$ cat config.mk
export PLATFORM = sky130hd
export DESIGN_NAME = bpc_top
export DESIGN_NICKNAME = d
export VERILOG_FILES = /design/src/rtl/bpc_pkg.sv /design/src/rtl/bpc_sync.sv /design/src/rtl/bpc_idle_timer.sv /design/src/rtl/bpc_polarity_fsm.sv /design/src/rtl/bpc_top.sv
export SDC_FILE = /design/constraint.sdc
export NUM_CORES = 1
export LEC_CHECK = 0
export BUFFER_PORTS_ARGS = -buffer_cell sky130_fd_sc_hd__buf_2
export CAP_MARGIN = 20
export CORE_UTILIZATION = 35
export DETAILED_ROUTE_END_ITERATION = 10
export PLACE_DENSITY = 0.65
export SYNTH_ARGS = -nofsm -noshare
export SYNTH_HDL_FRONTEND = slang
export SYNTH_SLANG_ARGS = --single-unit
$ cat constraint.sdc
create_clock -name clk -period 0.9 [get_ports clk]
set_input_delay 0.045 -clock clk [delete_from_list [all_inputs] [get_ports clk]]
set_output_delay 0.045 -clock clk [all_outputs]
set_load 0.005 [all_outputs]
$ cat src/rtl/bpc_pkg.sv
package bpc_pkg;

  // Polarity decision states
  typedef enum logic [1:0] {
    PS_SEEK = 2'd0,  // wiring assumed straight, looking for negative rest
    PS_OPEN = 2'd1,  // inversion applied, may still be undone
    PS_LOCK = 2'd2   // inversion applied and frozen until reset
  } pol_state_t;

  function automatic logic pol_is_inverted(pol_state_t st);
    return (st != PS_SEEK);
  endfunction

endpackage

$ cat src/rtl/bpc_sync.sv
module bpc_sync #(
  parameter int WIDTH   = 1,
  parameter int STAGES  = 2,
  parameter bit RST_VAL = 1'b0
) (
  input  logic             clk,
  input  logic             rst_n,
  input  logic [WIDTH-1:0] d_async,
  output logic [WIDTH-1:0] q_sync
);

  localparam int LAST = STAGES - 1;

  logic [WIDTH-1:0] stage_q [STAGES];

  genvar gs;
  generate
    for (gs = 0; gs < STAGES; gs++) begin : g_stage
      logic [WIDTH-1:0] stage_d;
      if (gs == 0) begin : g_first
        always_comb stage_d = d_async;
      end else begin : g_next
        always_comb stage_d = stage_q[gs-1];
      end
      always_ff @(posedge clk or negedge rst_n) begin
        if (!rst_n) begin
          stage_q[gs] <= {WIDTH{RST_VAL}};
        end else begin
          stage_q[gs] <= stage_d;
        end
      end
    end
  endgenerate

  assign q_sync = stage_q[LAST];

endmodule

$ cat src/rtl/bpc_idle_timer.sv
module bpc_idle_timer #(
  parameter int FS_CYCLES = 7_500_000
) (
  input  logic                         clk,
  input  logic                         rst_n,
  input  logic                         run,
  output logic                         expire,
  output logic [$clog2(FS_CYCLES)-1:0] count
);

  localparam int CNT_W = $clog2(FS_CYCLES);
  localparam logic [CNT_W-1:0] LAST = CNT_W'(FS_CYCLES - 1);

  logic [CNT_W-1:0] cnt_q;
  logic [CNT_W-1:0] cnt_d;
  logic             cnt_en;

  always_comb begin
    expire = run && (cnt_q == LAST);
    cnt_en = run || (cnt_q != '0);
    if (!run || expire) begin
      cnt_d = '0;
    end else begin
      cnt_d = cnt_q + CNT_W'(1);
    end
  end

  always_ff @(posedge clk or negedge rst_n) begin
    if (!rst_n) begin
      cnt_q <= '0;
    end else if (cnt_en) begin
      cnt_q <= cnt_d;
    end
  end

  assign count = cnt_q;

  AST_CNT_IN_WINDOW: assert property (@(posedge clk) disable iff (!rst_n)
    cnt_q <= LAST);

  AST_IDLE_RESTART: assert property (@(posedge clk) disable iff (!rst_n)
    !run |=> (cnt_q == '0));

endmodule

$ cat src/rtl/bpc_polarity_fsm.sv
module bpc_polarity_fsm
  import bpc_pkg::*;
(
  input  logic       clk,
  input  logic       rst_n,
  input  logic       de,
  input  logic       re_n,
  input  logic       neg_s,
  input  logic       pos_s,
  input  logic       expire,
  output logic       run,
  output logic       inv,
  output pol_state_t state
);

  pol_state_t state_q;
  pol_state_t state_d;
  logic       re_prev_q;
  logic       listening;
  logic       re_release;
  logic       watched;

  always_comb begin
    listening  = !de && !re_n;
    re_release = re_n && !re_prev_q;
    unique case (state_q)
      PS_SEEK: watched = neg_s;
      PS_OPEN: watched = pos_s;
      default: watched = 1'b0;
    endcase
    run = listening && watched;
  end

  always_comb begin
    state_d = state_q;
    unique case (state_q)
      PS_SEEK: begin
        if (expire) state_d = PS_OPEN;
      end
      PS_OPEN: begin
        if (re_release)  state_d = PS_LOCK;
        else if (expire) state_d = PS_SEEK;
      end
      default: state_d = PS_LOCK;
    endcase
  end

  always_ff @(posedge clk or negedge rst_n) begin
    if (!rst_n) begin
      state_q   <= PS_SEEK;
      re_prev_q <= 1'b1;
    end else begin
      state_q   <= state_d;
      re_prev_q <= re_n;
    end
  end

  assign inv   = pol_is_inverted(state_q);
  assign state = state_q;

  AST_LOCK_STICKY: assert property (@(posedge clk) disable iff (!rst_n)
    (state_q == PS_LOCK) |=> (state_q == PS_LOCK));

  AST_ARM_ONLY_LISTENING: assert property (@(posedge clk) disable iff (!rst_n)
    ((state_q == PS_SEEK) && (de || re_n)) |=> (state_q == PS_SEEK));

  AST_REVERT_ONLY_LISTENING: assert property (@(posedge clk) disable iff (!rst_n)
    ((state_q == PS_OPEN) && (de || re_n)) |=> (state_q != PS_SEEK));

endmodule

$ cat src/rtl/bpc_top.sv
module bpc_top
  import bpc_pkg::*;
#(
  parameter int FS_CYCLES   = 7_500_000,
  parameter int SYNC_STAGES = 2
) (
  input  logic clk,
  input  logic rst_n,
  input  logic vid_pos,
  input  logic vid_neg,
  input  logic de,
  input  logic re_n,
  input  logic txd,
  output logic rxd,
  output logic rxd_oe,
  output logic drv_data,
  output logic drv_oe,
  output logic pol_inv
);

  localparam int CNT_W = $clog2(FS_CYCLES);

  logic             rst_int_n;
  logic [1:0]       flags_s;
  logic             pos_s;
  logic             neg_s;
  logic             run;
  logic             expire;
  logic             inv;
  logic [CNT_W-1:0] idle_cnt;
  pol_state_t       state;
  logic             rx_q;
  logic             rx_d;
  logic             rx_en;

  // Reset release synchroniser
  bpc_sync #(.WIDTH(1), .STAGES(2), .RST_VAL(1'b0)) u_rst_sync (
    .clk     (clk),
    .rst_n   (rst_n),
    .d_async (1'b1),
    .q_sync  (rst_int_n)
  );

  // Comparator flag synchroniser
  bpc_sync #(.WIDTH(2), .STAGES(SYNC_STAGES), .RST_VAL(1'b0)) u_flag_sync (
    .clk     (clk),
    .rst_n   (rst_int_n),
    .d_async ({vid_pos, vid_neg}),
    .q_sync  (flags_s)
  );

  assign pos_s = flags_s[1];
  assign neg_s = flags_s[0];

  bpc_idle_timer #(.FS_CYCLES(FS_CYCLES)) u_timer (
    .clk    (clk),
    .rst_n  (rst_int_n),
    .run    (run),
    .expire (expire),
    .count  (idle_cnt)
  );

  bpc_polarity_fsm u_fsm (
    .clk    (clk),
    .rst_n  (rst_int_n),
    .de     (de),
    .re_n   (re_n),
    .neg_s  (neg_s),
    .pos_s  (pos_s),
    .expire (expire),
    .run    (run),
    .inv    (inv),
    .state  (state)
  );

  // Receive level register: raw bus polarity, holds between thresholds
  always_comb begin
    rx_en = pos_s ^ neg_s;
    rx_d  = pos_s;
  end

  always_ff @(posedge clk or negedge rst_int_n) begin
    if (!rst_int_n) begin
      rx_q <= 1'b1;
    end else if (rx_en) begin
      rx_q <= rx_d;
    end
  end

  assign rxd      = rx_q ^ inv;
  assign rxd_oe   = !re_n;
  assign drv_data = txd ^ inv;
  assign drv_oe   = de;
  assign pol_inv  = inv;

  AST_ARM_AFTER_WINDOW: assert property (@(posedge clk) disable iff (!rst_int_n)
    $rose(inv) |-> ($past(idle_cnt) == CNT_W'(FS_CYCLES - 1)));

  AST_RX_HOLD: assert property (@(posedge clk) disable iff (!rst_int_n)
    (pos_s == neg_s) |=> $stable(rx_q));

  AST_LOCK_KEEPS_INV: assert property (@(posedge clk) disable iff (!rst_int_n)
    (state == PS_LOCK) |=> inv);

endmodule

==> results of run 1 <==
==> kinds of logic after synthesis <==
| kind of cell | count (synthesis) | share of synthesized area, % |
|---|---|---|
| buffers and inverters | 19 | 4.85 |
| AO/OA/AOI/OAI | 30 | 11.6 |
| AND/OR/NAND/NOR | 58 | 20.3 |
| adder cells (fa/ha/maj) | 3 | 2.15 |
| multiplexers | 3 | 1.85 |
| XOR/XNOR | 15 | 8.08 |
| other | 1 | 0.231 |
| flip-flops | 33 | 50.9 |
==> metal layers <==
layer  vias up  track usage, %
li1        740               -
met1       767            23.4
met2        53            30.0
met3        11            3.75
met4         0            6.89
met5         -               0
==> registers in the layout, indices dropped and copies added (netlist names) <==
register                     count
u_timer.count                   23
u_flag_sync.g_stage.stage_d      2
u_flag_sync.q_sync               2
u_fsm.state                      2
rx_q                             1
u_fsm.re_prev_q                  1
u_rst_sync.g_stage.stage_d       1
u_rst_sync.q_sync                1
==> synth_stat cells, types with 3 or more instances <==
| library cell | count |
|---|---|
| o21ai_0 | 6 |
| nand2_1 | 6 |
| xnor2_1 | 14 |
| or4_1 | 5 |
| mux2i_1 | 3 |
| nor4_1 | 5 |
| a22oi_1 | 6 |
| inv_1 | 12 |
| a21oi_1 | 11 |
| nor3_1 | 4 |
| clkbuf_1 | 3 |
| nand4_1 | 5 |
| buf_2 | 3 |
| or3_1 | 8 |
| nor2_1 | 10 |
| nand3_1 | 9 |
| dfrtp_1 | 31 |
==> how the worst min path moves through the flow <==
stage / endpoint / depth (start not counted)
after floorplan: u_rst_sync.g_stage[1].stage_d / 0
after global placement: u_rst_sync.g_stage[1].stage_d / 1
after detailed placement: u_rst_sync.g_stage[1].stage_d / 1
after CTS: u_rst_sync.q_sync / 2
after global routing: u_rst_sync.g_stage[1].stage_d / 2
final: u_rst_sync.g_stage[1].stage_d / 2
==> timing repair <==
item                                    CTS  global route
endpoints found under the setup margin   27            27
setup buffers                            12             5
gates cloned                              1             1
hold buffers                              4             0
resized for setup                        22            16
hold endpoints to repair                  5             0
pin swaps                                 8             8
==> power groups by stage <==
stage / clock network (W) / logic [W] / registers (W)
3_5_place_dp: 0 / 0.0000847 / 0.00155
6_report: 0.00145 / 0.0000962 / 0.00152
5_1_grt: 0.00153 / 0.000108 / 0.00152
2_1_floorplan: 0 / 0.0000196 / 0.00156
3_3_place_gp: 0 / 0.0000827 / 0.00155
4_1_cts: 0.00147 / 0.0000977 / 0.00152
==> through the flow <==
| step | hold slack, ps | instance area [um2] | std cells | TNS [ps] |
|---|---|---|---|---|
| 2_1_floorplan | -251 | 1650 | 162 | -22340 |
| 3_3_place_gp | -170 | 2060 | 262 | -22410 |
| 3_5_place_dp | -168 | 2060 | 262 | -23730 |
| 4_1_cts | 65.8 | 2420 | 287 | -23040 |
| 5_1_grt | 84.6 | 2520 | 293 | -26490 |
| 6_report | 69.4 | 2520 | 293 | -24150 |
==> layout make-up <==
class                   count  area, um2
inverters                  12       47.5
multi-input cells         110        811
flip-flops and latches     33        830
well taps                  52       65.1
clock inverters             1       30.0
repair buffers             78        651
fillers                   362       1890
clock buffers               7       86.3
==> metrics, run 1 <==
share of cells above drive strength 1=45.2%; Sink Count=33; vias in the first global route=1524; Mapped Cells=162; Final Setup Violations=27; dominant cells by area after synthesis=dfrtp_1 48%, xnor2_1 7.5%, a21oi_1 3.4%, dfstp_2 3.2%, or3_1 3.1%; clock latency on the worst-skew pair=290 ps; initial antenna violation count=0; Setup CP Type=flop to flop; most common cell after layout, fill and taps aside=buf_4; Cell variety after synth=34; Final Util=between 50% and 60%; Startpoint Class=flop; Nets=249; sequential cell fraction of total power=49.5%; switching part of the total=19.8%; unrepaired setup endpoints after global routing=true; ANT nets after route=0; Detailed Route WL=4420 um; failing checks=negative setup slack; combinational fraction of design power=under 10%; WP buf/inv=1; EDFF count, synth=0; most frequent cells in the layout=51 x buf_4, 30 x dfrtp_1, 14 x xnor2_1, 11 x buf_2, 10 x inv_1; drt first pass iters=5; final period utilization=215%; status=finished, violations left; Main synth FF type=dfrtp_1; Initial Util=36.8%; post-synthesis net count=~170; dominant delay contributor by cell family on the critical path=simple AND/OR/NAND/NOR gates; crit path DAT=2140 ps; Port Buffer Count=11; Final Max Slew Viols=0; Total Routing Usage GR=a little under a fifth; Post-Place Worst Slack=-1110 ps; #FFs+latches synth=33; clk slew on worst S/H paths=70 ps; CTS Buf Count=5; critical path fanouts, max=5; max frequency=517 MHz; Crit path required time=approximately 1100 ps; Cell Chain, Critical Path=ha_2 -> nand4_1 -> or4_4 -> buf_6 -> or3_1 -> a22oi_1; number of diodes=0; Synth-to-Final Area Change=54.9%; largest net degree at the start of global routing=32; DR WL/cell=15.1 um; Tot Pwr=slightly above 0.003 W; Reg-to-Reg Start=u_timer.count[0]; register area share after synthesis=50.9%; reg2reg end=u_timer.count[18]; vias per cell=5.36; RD Place Congestion=0.801; H-tree lvl count=2; Tmin final=1930 ps; Worst Setup EP=u_timer.count[18]; CP peak stage delay=470 ps; most area-hungry cell type in the Yosys netlist=dfrtp_1; flop2flop setup slack=-1030 ps; root buf cell=clkbuf_8; WL met3=194 um; 1st-iter DRT viols=between 150 and 200; total number of vias=between 1500 and 2000; critical path depth in cells=6; TritonCTS clock tree=yes; DR top layer=met4; Hold Path Class=input pin to asynchronous set/reset pin; P_sw=0.000608 W; I/O pin count=12; Worst Setup End Kind=flop; Mean Syn Cell Area=10.0 um2; VDD IR max=0.000790 V; Max-Cap Viols=0; met2 routed WL=2170 um; CORE AREA=0.00441 mm2; post-route worst setup slack=-1030 ps; post-DP HPWL=2710 um; number of remaining DRC errors=0; worst setup path startpoint=u_timer.count[0]; Die ar.=0.00492 mm2; yosys warns=0; leak pwr=1.13 nW; WL met1=1950 um; design internal power=0.00246 W; first-pass GRT wire length=between 6000 and 7000 um; cell count of the worst reg-to-reg path=6; top-area cell type share of the netlist area=47.7%; total grt overflow=0; mapped cell area=between 0.0015 and 0.002 mm2; Die X=70.2 um; Die H=70.2 um; row count=24; Power Density=~1200 mW/mm2; final hold vios=0; clock power share=47.3%; Slowest-stage cell, CP=or4_4; ys async rst share=100%; CTS Buffer Depth=2; Final Skew=10.7 ps
Note: power is estimated with default switching activity, not from simulation.
==> run 2: changes to the inputs <==
--- a/config.mk
+++ b/config.mk
@@ -10,6 +10,7 @@
 export CORE_UTILIZATION = 35
 export DETAILED_ROUTE_END_ITERATION = 10
 export PLACE_DENSITY = 0.65
+export SKIP_LAST_GASP = 1
 export SYNTH_ARGS = -nofsm -noshare
 export SYNTH_HDL_FRONTEND = slang
 export SYNTH_SLANG_ARGS = --single-unit
==> run 2 against run 1 <==
  * First-iteration DRC count is 15% lower
  * Clock-buffer cell count stayed put
  * Critical path depth stayed put
  * Cell count stayed put
  * Sequential power hardly changed
  * Global-route usage stayed put
  * Highest routed layer unchanged
  * Via count is 1.8% lower
  * Largest cell class unchanged
  * The run still ends with negative setup slack left
  * Critical path type unchanged
  * Largest power group unchanged
==> metrics, run 2 (synthesized netlist as in run 1, its figures left out) <==
dpl cells=262; CTS Buffer Depth=2; Final Skew=7.72 ps; design internal power=roughly 0.0025 W; Worst Setup End Kind=flop; Final Util=a little under three fifths; Detailed Route WL=4350 um; DR WL/cell=14.8 um; final period utilization=216%; crit path DAT=2140 ps; critical path fanouts, max=5; sequential cell fraction of total power=between 40% and 50%; Startpoint Class=flop; CP peak stage delay=470 ps; total number of vias=1542; row count=24; Die H=70.2 um; Setup CP Type=flop to flop; WP buf/inv=1; failing checks=negative setup slack; Initial Util=36.8%; cell count of the worst reg-to-reg path=6; ANT nets after route=0; 1st-iter DRT viols=153; final hold vios=0; post-route worst setup slack=-1040 ps; Finished Layout Cells=293; initial antenna violation count=0; Hold Path Class=input pin to asynchronous set/reset pin; Max-Cap Viols=0; most common cell after layout, fill and taps aside=buf_4; dominant delay contributor by cell family on the critical path=simple AND/OR/NAND/NOR gates; Die X=70.2 um; share of cells above drive strength 1=44.8%; Die ar.=between 0.004 and 0.005 mm2; Post-Place Worst Slack=-1110 ps; number of diodes=0; max frequency=515 MHz; clock latency on the worst-skew pair=280 ps; drt first pass iters=5; most frequent cells in the layout=51 x buf_4, 30 x dfrtp_1, 14 x xnor2_1, 11 x buf_2, 10 x inv_1; P_sw=0.000599 W; vias per cell=about 5.3; unrepaired setup endpoints after global routing=true; combinational fraction of design power=slightly above 3%; clk slew on worst S/H paths=approximately 70 ps; VDD IR max=0.000790 V; I/O pin count=12; Crit path required time=1100 ps; Filler cells=364; RD Place Congestion=~0.80; H-tree lvl count=2; Nets=249; CTS Buf Count=5; Tmin final=1940 ps; clock power share=47.2%; status=finished, violations left; Final Max Slew Viols=0; switching part of the total=between 10% and 20%; leak pwr=1.14 nW; Port Buffer Count=11; critical path depth in cells=6; final hold slack=approximately 70 ps; largest net degree at the start of global routing=32; post-DP HPWL=roughly 2700 um; Final Setup Violations=27; number of flip-flops in the largest register=23; CORE AREA=0.00441 mm2; Total Routing Usage GR=18.2%; vias in the first global route=1524; Sink Count=33; root buf cell=clkbuf_8; Cell Chain, Critical Path=ha_2 -> nand4_1 -> or4_4 -> buf_6 -> or3_1 -> a22oi_1; flop2flop setup slack=-1040 ps; Slowest-stage cell, CP=or4_4; Power Density=1220 mW/mm2; number of remaining DRC errors=0; total grt overflow=0; TritonCTS clock tree=yes; first-pass GRT wire length=6960 um; Synth-to-Final Area Change=54.7%
-- run 2: cell count changes in the layout (fill, tap and decap cells not counted) --
cell and change:
a21oi_2 -1, a21oi_1 +1
-- run 2: power by group through the flow --
stage	clock network, W	logic, W	registers, W
after floorplan	0	0.0000196	0.00156
final	0.00144	0.0000963	0.00152
after CTS	0.00147	0.0000977	0.00152
after global placement	0	0.0000827	0.00155
after global routing	0.00153	0.000108	0.00152
after detailed placement	0	0.0000847	0.00155
-- run 2: path summary, 6_finish.rpt --
kind | startpoint | end
worst max-delay path | u_timer.count[0] | u_timer.count[18]
worst min-delay path | rst_n | u_rst_sync.g_stage[1].stage_d
worst max register to register | u_timer.count[0] | u_timer.count[18]
worst min register to register | u_rst_sync.q_sync | u_flag_sync.g_stage[1].stage_d[1]
max in group asynchronous | u_rst_sync.q_sync | u_fsm.re_prev_q
min in group clk | re_n | u_fsm.state[1]
-- run 2: through the flow --
| step | setup TNS [ps] | instance area [um2] | power [W] |
|---|---|---|---|
| after floorplan | -22340 | 1650 | 0.00158 |
| after global placement | -22410 | 2060 | 0.00163 |
| final | -24170 | 2520 | 0.00306 |
| after global routing | -26430 | 2520 | 0.00316 |
| after CTS | -23040 | 2420 | 0.00308 |
| after detailed placement | -23730 | 2060 | 0.00163 |
-- run 2: cell type report --
type | count | area, um2 | area share, %
clock buffer | 7 | 86.3 | 3.43
clock inverter | 1 | 30.0 | 1.19
inverter | 12 | 47.5 | 1.89
multi-input combinational | 110 | 807 | 32.1
sequential | 33 | 830 | 33.0
tap | 52 | 65.1 | 2.59
timing repair buffer | 78 | 651 | 25.9
-- run 2: repair_timing --
item,CTS,global route
hold buffers,4,0
setup buffers,12,5
hold endpoints to repair,5,0
resized for setup,22,15
pin swaps,8,8
gates cloned,1,1
setup endpoints to repair,27,27
-- run 2: layer usage --
layer  wire length [um]  global-route usage (%)  up-vias
met5                  0                       0        -
met4                 78                    6.89        0
met1               1930                    23.4      758
met2               2170                    30.0       37
li1                   -                       -      738
met3                164                    3.75        9
==> run 3: changes to the inputs <==
--- a/config.mk
+++ b/config.mk
@@ -5,11 +5,13 @@
 export SDC_FILE = /design/constraint.sdc
 export NUM_CORES = 1
 export LEC_CHECK = 0
+export ABC_AREA = 1
 export BUFFER_PORTS_ARGS = -buffer_cell sky130_fd_sc_hd__buf_2
 export CAP_MARGIN = 20
 export CORE_UTILIZATION = 35
 export DETAILED_ROUTE_END_ITERATION = 10
 export PLACE_DENSITY = 0.65
+export REMOVE_ABC_BUFFERS = 1
 export SKIP_LAST_GASP = 1
 export SYNTH_ARGS = -nofsm -noshare
 export SYNTH_HDL_FRONTEND = slang
==> run 3 against run 2 <==
  * Sequential share of layout area down 3.9 points
  * Clock power up 15%
  * Fmax up 44%
  * The run still ends with negative setup slack left
  * First-iteration DRC count down 9.2%
  * Highest routed layer unchanged
  * Via count up 20%
  * Global-route usage up 0.95 points
  * Setup slack better by 590 ps
  * Combinational power rose to 7.7 times the previous value
==> metrics, run 3 <==
Main synth FF type=dfrtp_1; VDD IR max=0.000560 V; max frequency=742 MHz; critical path fanouts, max=8; Tmin final=1350 ps; Die X=74.6 um; leak pwr=1.22 nW; Placed Area=0.00240 mm2; I/O pin count=12; register area share after synthesis=44.9%; 1st-iter DRT viols=139; ANT nets after route=0; Mapped Cells=251; Mean Syn Cell Area=approximately 7.4 um2; post-route worst setup slack=-447 ps; final hold vios=0; final period utilization=150%; most common cell after layout, fill and taps aside=nand2_1; Final Max Slew Viols=0; ys async rst share=100%; DR WL/cell=12.7 um; Final Setup Violations=27; Worst Setup End Kind=flop; first-pass GRT wire length=7920 um; Total Routing Usage GR=a little under a fifth; Hold Path Class=input pin to asynchronous set/reset pin; #FFs+latches synth=33; Slowest-stage cell, CP=dfrtp_1; total number of vias=1847; Startpoint Class=flop; Nets=338; yosys warns=0; number of diodes=0; most frequent cells in the layout=58 x nand2_1, 51 x buf_4, 37 x nor2_1, 30 x nor2_2, 27 x dfrtp_1; status=finished, violations left; CORE AREA=slightly above 0.005 mm2; Power Density=1390 mW/mm2; most area-hungry cell type in the Yosys netlist=dfrtp_1; Max-Cap Viols=0; vias per cell=4.62; RD Place Congestion=0.895; CTS Buffer Depth=2; number of remaining DRC errors=0; CP peak stage delay=360 ps; Detailed Route WL=about 5100 um; share of cells above drive strength 1=46.1%; Die ar.=0.00557 mm2; Port Buffer Count=11; most frequent cell after synthesis=nor2_1; Die H=74.6 um; Sink Count=33; mapped cell area=about 0.0018 mm2; initial antenna violation count=0; clock latency on the worst-skew pair=290 ps; H-tree lvl count=2; Cell Chain, Critical Path=ha_2 -> nand3_4 -> nor2_2 -> nand3_2 -> nand2_4 -> buf_12 -> nor2_1; root buf cell=clkbuf_8; Final Util=between 50% and 60%; CTS Buf Count=5; Synth-to-Final Area Change=55.1%; Post-synth top cells=70 x nor2_1, 66 x nand2_1, 31 x dfrtp_1, 20 x inv_1, 15 x nand3_1; Cell variety after synth=22; Initial Util=36.1%; row count=26; Final Skew=around 6.7 ps; total grt overflow=0; Setup CP Type=flop to flop; number of flip-flops in the largest register=23; dominant cells by area after synthesis=dfrtp_1 42%, nor2_1 14%, nand2_1 13%, xnor2_1 4.3%, inv_1 4.1%; EDFF count, synth=0; clk slew on worst S/H paths=70 ps; Crit path required time=1080 ps; crit path DAT=1520 ps; Tot Pwr=0.00399 W; drt first pass iters=4; post-DP HPWL=roughly 3600 um; failing checks=negative setup slack; TritonCTS clock tree=yes; unrepaired setup endpoints after global routing=true; design area=0.00286 mm2; vias in the first global route=1778; largest net degree at the start of global routing=32; top-area cell type share of the netlist area=42.0%
[run 3: cell types whose count changed after synthesis, moves of 6 or more]
cell     change
nand2_1     +60
nor2_1      +60
a21oi_1      -9
inv_1        +8
or3_1        -8
a22oi_1      -6
nand3_1      +6
o21ai_0      -6
xor2_1       +6
[run 3: metal layers]
| metal | vias up | part of all wire [%] | wire length, um | GRT usage (%) |
|---|---|---|---|---|
| met3 | 10 | 3.8 | 191 | 3.88 |
| li1 | 923 | - | - | - |
| met4 | 0 | 1.7 | 85 | 6.71 |
| met2 | 40 | 52 | 2620 | 33.0 |
| met5 | - | 0 | 0 | 0 |
| met1 | 874 | 43 | 2180 | 23.7 |
[run 3: cell families (layout without fill, tap and decap cells)]
kind of cell	after synthesis	after routing	synth area share [%]
flops	33	33	44.9
xor+xnor	16	16	7.59
compound gates	3	3	1.02
simple gates	171	171	38.8
fa+ha+maj	2	2	1.36
other cells	1	1	0.203
buf+inv	25	104	6.10
[run 3: worst paths after layout]
path | end | start | cells past startpoint | slack, ps
worst min-delay path | u_rst_sync.g_stage[1].stage_d | rst_n | 2 | 70
min in group clk | u_fsm.state[1] | re_n | 6 | 270
worst min register to register | u_flag_sync.g_stage[1].stage_d[1] | u_rst_sync.q_sync | 1 | 220
worst max register to register | u_timer.count[16] | u_timer.count[1] | 7 | -450
worst max-delay path | u_timer.count[16] | u_timer.count[1] | 7 | -450
max in group asynchronous | u_fsm.re_prev_q | u_rst_sync.q_sync | 1 | 440
[run 3: where the power goes]
part	internal (W)	switching, W	total [W]
Sequential	0.00155	0.0000398	0.00159
Clock	0.00110	0.000560	0.00166
Combinational	0.000364	0.000373	0.000737
[run 3: what timing repair did]
action / 4_1_cts / 5_1_grt
hold endpoints to repair: 5 / 0
setup buffers: 6 / 3
hold buffers: 4 / 0
setup endpoints to repair: 28 / 28
pin swaps: 13 / 13
resized for setup: 25 / 53
[run 3: area by class of cell]
class / instances / area (um2)
flip-flops and latches: 33 / 833
inverters: 22 / 90.1
well taps: 70 / 87.6
fillers: 460 / 2240
repair buffers: 74 / 601
clock inverters: 3 / 65.1
multi-input cells: 193 / 1120
clock buffers: 5 / 68.8
[run 3: through the flow]
step	instances	hold slack (ps)	worst slack, ps	setup TNS (ps)
2_1_floorplan	248	-251	-608	-16270
3_3_place_gp	383	-170	-440	-10500
3_5_place_dp	383	-164	-477	-10870
4_1_cts	400	67.0	-481	-12190
5_1_grt	400	76.2	-566	-13350
6_report	400	72.6	-447	-11480
[run 3: worst max-delay path, delay by kind of cell, from the launching register on]
kind	cells	cell delay, ps
buf+inv	1	150
flops	1	360
simple gates	5	500
fa+ha+maj	1	220
